[src/rtl/alarm_match_pkg.sv]
package alarm_match_pkg;

    localparam int BYTE_W      = 8;
    localparam int FIELD_COUNT = 5;
    localparam int SEL_W       = 3;

    typedef logic [BYTE_W-1:0] byte_t;

    typedef enum logic [SEL_W-1:0] {
        FLD_SEC  = 3'd0,
        FLD_MIN  = 3'd1,
        FLD_HOUR = 3'd2,
        FLD_DAY  = 3'd3,
        FLD_MON  = 3'd4
    } field_e;

    // Range check applied to a field: none, day-of-month, month.
    typedef enum logic [1:0] {
        RANGE_NONE = 2'd0,
        RANGE_DAY  = 2'd1,
        RANGE_MON  = 2'd2
    } range_e;

    typedef struct packed {
        logic match;
        logic flag;
    } flag_state_t;

    function automatic logic is_wild(input byte_t v);
        return v[BYTE_W-1] & v[BYTE_W-2];
    endfunction

    function automatic logic in_range(input byte_t v, input logic bin,
                                      input byte_t bcd_max, input byte_t bin_max);
        if (bin)
            return (v != '0) && (v <= bin_max);
        else
            return (v != '0) && (v <= bcd_max) && (v[3:0] <= 4'd9);
    endfunction

endpackage

[src/rtl/alarm_regs.sv]
module alarm_regs
    import alarm_match_pkg::*;
#(
    parameter int NUM_FIELDS = FIELD_COUNT,
    parameter logic [NUM_FIELDS-1:0] WILD_RESET_MASK = 5'b11000
) (
    input  logic                      clk,
    input  logic                      rst_n,
    input  logic                      wr_en,
    input  logic [SEL_W-1:0]          wr_sel,
    input  byte_t                     wr_data,
    output byte_t [NUM_FIELDS-1:0]    alarm_q
);
    localparam byte_t WILD_CODE = {2'b11, {(BYTE_W-2){1'b0}}};

    byte_t [NUM_FIELDS-1:0] alarm_d;

    always_comb begin
        alarm_d = alarm_q;
        if (wr_en && (int'(wr_sel) < NUM_FIELDS))
            alarm_d[wr_sel] = wr_data;
    end

    for (genvar f = 0; f < NUM_FIELDS; f++) begin : g_reg
        localparam byte_t RST_VAL = WILD_RESET_MASK[f] ? WILD_CODE : '0;
        always_ff @(posedge clk or negedge rst_n) begin
            if (!rst_n) alarm_q[f] <= RST_VAL;
            else        alarm_q[f] <= alarm_d[f];
        end
    end

    // Without a write strobe no alarm byte may move.
    assert_hold_without_write_R6: assert property (@(posedge clk) disable iff (!rst_n)
        !$past(wr_en) && $past(rst_n) |-> $stable(alarm_q));

endmodule

[src/rtl/alarm_field_cmp.sv]
module alarm_field_cmp
    import alarm_match_pkg::*;
#(
    parameter range_e RANGE    = RANGE_NONE,
    parameter byte_t  BCD_MAX  = 8'hFF,
    parameter byte_t  BIN_MAX  = 8'hFF
) (
    input  byte_t alarm_val,
    input  byte_t cur_val,
    input  logic  bin_mode,
    output logic  hit
);
    logic wild;
    logic legal;

    always_comb begin
        wild = is_wild(alarm_val);
        if (RANGE == RANGE_NONE) legal = 1'b1;
        else                     legal = in_range(alarm_val, bin_mode, BCD_MAX, BIN_MAX);
        hit = wild || (legal && (alarm_val == cur_val));
    end

endmodule

[src/rtl/alarm_match_top.sv]
module alarm_match_top
    import alarm_match_pkg::*;
(
    input  logic       clk,
    input  logic       rst_n,
    input  logic       tick,
    input  logic       bin_mode,
    input  logic [7:0] cur_sec,
    input  logic [7:0] cur_min,
    input  logic [7:0] cur_hour,
    input  logic [7:0] cur_day,
    input  logic [7:0] cur_mon,
    input  logic       wr_en,
    input  logic [2:0] wr_sel,
    input  logic [7:0] wr_data,
    input  logic       flag_rd,
    input  logic       irq_en,
    output logic       match_pulse,
    output logic       alarm_flag,
    output logic       alarm_irq
);
    byte_t [FIELD_COUNT-1:0] alarm_q;
    byte_t [FIELD_COUNT-1:0] cur_vec;
    logic  [FIELD_COUNT-1:0] hits;
    flag_state_t             st_d, st_q;
    logic                    all_hit;

    assign cur_vec[FLD_SEC]  = cur_sec;
    assign cur_vec[FLD_MIN]  = cur_min;
    assign cur_vec[FLD_HOUR] = cur_hour;
    assign cur_vec[FLD_DAY]  = cur_day;
    assign cur_vec[FLD_MON]  = cur_mon;

    alarm_regs #(
        .NUM_FIELDS      (FIELD_COUNT),
        .WILD_RESET_MASK (5'b11000)
    ) u_regs (
        .clk     (clk),
        .rst_n   (rst_n),
        .wr_en   (wr_en),
        .wr_sel  (wr_sel),
        .wr_data (wr_data),
        .alarm_q (alarm_q)
    );

    for (genvar f = 0; f < FIELD_COUNT; f++) begin : g_cmp
        localparam range_e KIND = (f == FLD_DAY) ? RANGE_DAY :
                                  (f == FLD_MON) ? RANGE_MON : RANGE_NONE;
        localparam byte_t  BCD_LIM = (f == FLD_DAY) ? 8'h31 : (f == FLD_MON) ? 8'h12 : 8'hFF;
        localparam byte_t  BIN_LIM = (f == FLD_DAY) ? 8'h1F : (f == FLD_MON) ? 8'h0C : 8'hFF;
        alarm_field_cmp #(
            .RANGE   (KIND),
            .BCD_MAX (BCD_LIM),
            .BIN_MAX (BIN_LIM)
        ) u_cmp (
            .alarm_val (alarm_q[f]),
            .cur_val   (cur_vec[f]),
            .bin_mode  (bin_mode),
            .hit       (hits[f])
        );
    end

    assign all_hit = &hits;

    always_comb begin
        st_d       = st_q;
        st_d.match = tick && all_hit;
        if (st_d.match)   st_d.flag = 1'b1;
        else if (flag_rd) st_d.flag = 1'b0;
    end

    always_ff @(posedge clk or negedge rst_n) begin
        if (!rst_n) st_q <= '0;
        else        st_q <= st_d;
    end

    assign match_pulse = st_q.match;
    assign alarm_flag  = st_q.flag;
    assign alarm_irq   = st_q.flag && irq_en;

    assert_pulse_only_after_tick_R2: assert property (@(posedge clk) disable iff (!rst_n)
        match_pulse |-> $past(tick));

    assert_full_match_fires_R3: assert property (@(posedge clk) disable iff (!rst_n)
        tick && all_hit |=> match_pulse);

    assert_pulse_sets_flag_R5: assert property (@(posedge clk) disable iff (!rst_n)
        match_pulse |-> alarm_flag);

    assert_flag_drops_only_on_read_R5: assert property (@(posedge clk) disable iff (!rst_n)
        $fell(alarm_flag) |-> $past(flag_rd));

    assert_irq_needs_flag_R7: assert property (@(posedge clk) disable iff (!rst_n)
        alarm_irq |-> alarm_flag);

endmodule

[config.mk]
export PLATFORM = sky130hd
export DESIGN_NAME = alarm_match_top
export DESIGN_NICKNAME = d
export VERILOG_FILES = /design/src/rtl/alarm_match_pkg.sv /design/src/rtl/alarm_regs.sv /design/src/rtl/alarm_field_cmp.sv /design/src/rtl/alarm_match_top.sv
export SDC_FILE = /design/constraint.sdc
export NUM_CORES = 1
export LEC_CHECK = 0
export CORE_MARGIN = 4
export CORE_UTILIZATION = 31
export CTS_CLUSTER_DIAMETER = 120
export CTS_CLUSTER_SIZE = 40
export DETAILED_ROUTE_END_ITERATION = 16
export PLACE_DENSITY = 0.66
export SKIP_CTS_REPAIR_TIMING = 1
export SLEW_MARGIN = 40
export SYNTH_ARGS = -nofsm -noshare
export SYNTH_HDL_FRONTEND = slang
export SYNTH_HIERARCHICAL = 1
export SYNTH_SLANG_ARGS = --single-unit
[constraint.sdc]
create_clock -name clk -period 2.2 [get_ports clk]
set_input_delay 0.33 -clock clk [delete_from_list [all_inputs] [get_ports clk]]
set_output_delay 0.33 -clock clk [all_outputs]
set_load 0.005 [all_outputs]
==> results.txt <==
status - finished, final reports clean
Final Cycle Share - 77.26%
clock power share - 23.6%
logic gate share of total power - 25.4%
core area - 0.006794 sq mm
internal power - 0.001563 W
largest net degree at the start of global routing - 18
R2R cell count - 6
layout cells sized above 1 - 26.03%
vias in the first global route - 1712
final antenna-violating net count - 0
CP Buf/Inv Count - 2
DRC violation count after routing - 0
Synth Register Bits - 42
Distinct cells, synth - 32
cell count after synthesis - 170
kind of cell with the highest combined delay on the critical path - buffers and inverters
crit path kind - input port to output pin
via count - 1541
maximum fanout along the worst path - 1
I/O pins - 61
most used cell along the critical path - clkdlybuf4s50_1
Yosys top cell area share - 43.96%
Crit path required time - 1.87 ns
Worst setup SP type - input port
main area contributors after synthesis - dfrtp_1 (44%), mux2_2 (21%), xnor2_1 (12%), dfstp_2 (4.9%), nand4_1 (2.6%)
Sw Ratio - 27.50%
Syn Std Cell Area - 0.002163 sq mm
worst hold path class - input port to asynchronous set/reset pin
# nets final - 299
max cap viols - 0
Worst EP arrival - 1.37 ns
Worst-Margin Slew - 0.3662 ns
f_max - 0.5884 GHz
RSZ-0062 raised after global routing - no
register area - 0.001056 sq mm
drt pass-1 iters - 4
initial drt markers - 40
Post-Route WL - 4.990 mm
Critical R2R Launch - u_regs/alarm_q[31]
Peak supply drop - 0.0003542 V
Root Driver - clkbuf_8
Clock Path Buffers - 2
Chip Height - 91.54 um
Synth Flop Type - dfrtp_1
dpl cells - 329
CTS tree - done
clock skew - 0.004059 ns
most frequent cell after synthesis - mux2_2
Rows - 30
Post-synth EDFFs - 0
vias per cell - 4.559
reg-to-reg endpoint - alarm_flag
gr ovfl total - 0
Psw - 0.0005931 W
initial core utilization - 31.84%
final setup violation count - 0
area grow syn2layout - 39.16%
syn nets - 228
top cell type by total area after synthesis - dfrtp_1
first-pass GRT wire length - 8.362 mm
Leakage - 1.133 nW
hold violation count in the final report - 0
Slew Limit Fails - 0
Skew-Pair Late Insertion Delay - 0.29 ns
Worst slew margin - 75.59%
pwr/cell area - 716.3 mW/mm^2
WL/cell - 14.76 um
Die X - 91.54 um
post-layout min period - 1.700 ns
DPL Wire Length - 3.885 mm
Antenna Cells - 0
setup TNS - 0 ns
Mapped Avg Cell Area - 12.73 sq um
critical path endpoint category - output pin
Finished Core Util - 44.31%
Cell Count, Final, Fillers Out - 338
CP Cell Sequence - clkdlybuf4s50_1, and2_1, clkdlybuf4s50_1
area of the multi-input gates - 0.001085 sq mm
All-Layer GR Usage - 12.93%
Worst path slowest cell - clkdlybuf4s50_1
DIE AREA - 0.008379 sq mm
Async S/R FF share, synth - 100.0%
GP Congestion - 0.7139
total CTS buffers - 5
CP max stage delay - 0.49 ns
initial antenna violation count - 0
H-tree levels - 2
Seq pwr share - 51.0%
CTS sink cnt - 42
Tot Pwr - 0.002156 W
fill cell count - 661
Port Buf Inserts - 60
hold_ws - 0.4800 ns
internal reg-to-reg setup slack - 0.53 ns
synth warn - 6
synth cell count leaders - mux2_2 (40), dfrtp_1 (38), xnor2_1 (30)
Seq/Total Area, Yosys - 48.81%
Clock transition at path regs - 0.08 ns
[final cells by class]
cell class	instances	area share, %
well taps	96	3.990
inverters	2	0.2494
multi-input cells	123	36.03
clock buffers	7	2.868
flip-flops and latches	42	35.08
clock inverters	1	0.1663
repair buffers	67	21.61
[cells by family (layout without fill, tap and decap cells)]
logic type	Yosys count	after routing	synth area share [%]
DFF	42	42	48.81
muxes	40	40	20.82
xor gates and xnor gates	34	34	13.76
and+or+nand+nor	34	34	10.64
AOI/OAI and AO/OA	15	15	4.916
buffers and inverters	5	77	1.041
[power groups by stage]
| stage | sequential [W] | combinational, W | clock, W |
|---|---|---|---|
| 2_1_floorplan | 0.00107 | 0.000364 | 0 |
| 4_1_cts | 0.00110 | 0.000555 | 0.000525 |
| 3_5_place_dp | 0.00112 | 0.000553 | 0 |
| 5_1_grt | 0.00113 | 0.000611 | 0.000557 |
| 3_3_place_gp | 0.00111 | 0.000539 | 0 |
| 6_report | 0.00110 | 0.000547 | 0.000509 |
[routing by layer]
layer  routed length, um  GRT usage, %
met1                2303         16.18
met4                  23         3.392
met3                 298         4.474
met2                2364         21.18
met5                   0             0
[through the flow]
stage / worst slack [ns] / instance area [sq um]
2_1_floorplan: 0.6966 / 2163
3_3_place_gp: 0.2520 / 2909
3_5_place_dp: 0.2307 / 2909
4_1_cts: 0.4943 / 3000
5_1_grt: 0.4508 / 3010
6_report: 0.5003 / 3010
[worst register-to-register path, cell delays in order, from the launching register on]
cell and delay (ns):
dfstp_2 0.38, or4_1 0.52, a21oi_1 0.12, o21ai_1 0.09
o31ai_2 0.19, nand4_1 0.18, o22ai_2 0.12
[sequential cells by signal, summed over array words and instances (netlist names)]
| signal | flops |
|---|---|
| alarm_flag | 1 |
| match_pulse | 1 |
| u_regs/alarm_q | 40 |
[worst max path at each step]
| stage | end | cells past startpoint | from | slack [ns] |
|---|---|---|---|---|
| 2_1_floorplan | alarm_flag | 6 | u_regs/alarm_q[31] | 0.70 |
| 3_3_place_gp | alarm_flag | 7 | cur_day[6] | 0.25 |
| 3_5_place_dp | alarm_flag | 7 | cur_day[6] | 0.23 |
| 4_1_cts | alarm_irq | 3 | irq_en | 0.49 |
| 5_1_grt | alarm_irq | 3 | irq_en | 0.45 |
| 6_report | alarm_irq | 3 | irq_en | 0.50 |
[placed cells by master (no fill, tap or decap), types with 2 or more instances in the layout]
cell type and n:
buf_4 6, clkbuf_8 6, clkdlybuf4s50_1 59, dfrtp_1 38
dfstp_2 4, inv_1 2, mux2_2 40, nand2_1 7
nand4_1 9, nor2_1 3, nor3_1 2, nor4_1 3
nor4bb_1 2, o21ai_1 5, xnor2_1 30, xor2_1 4
(Power assumes the default switching activity.)
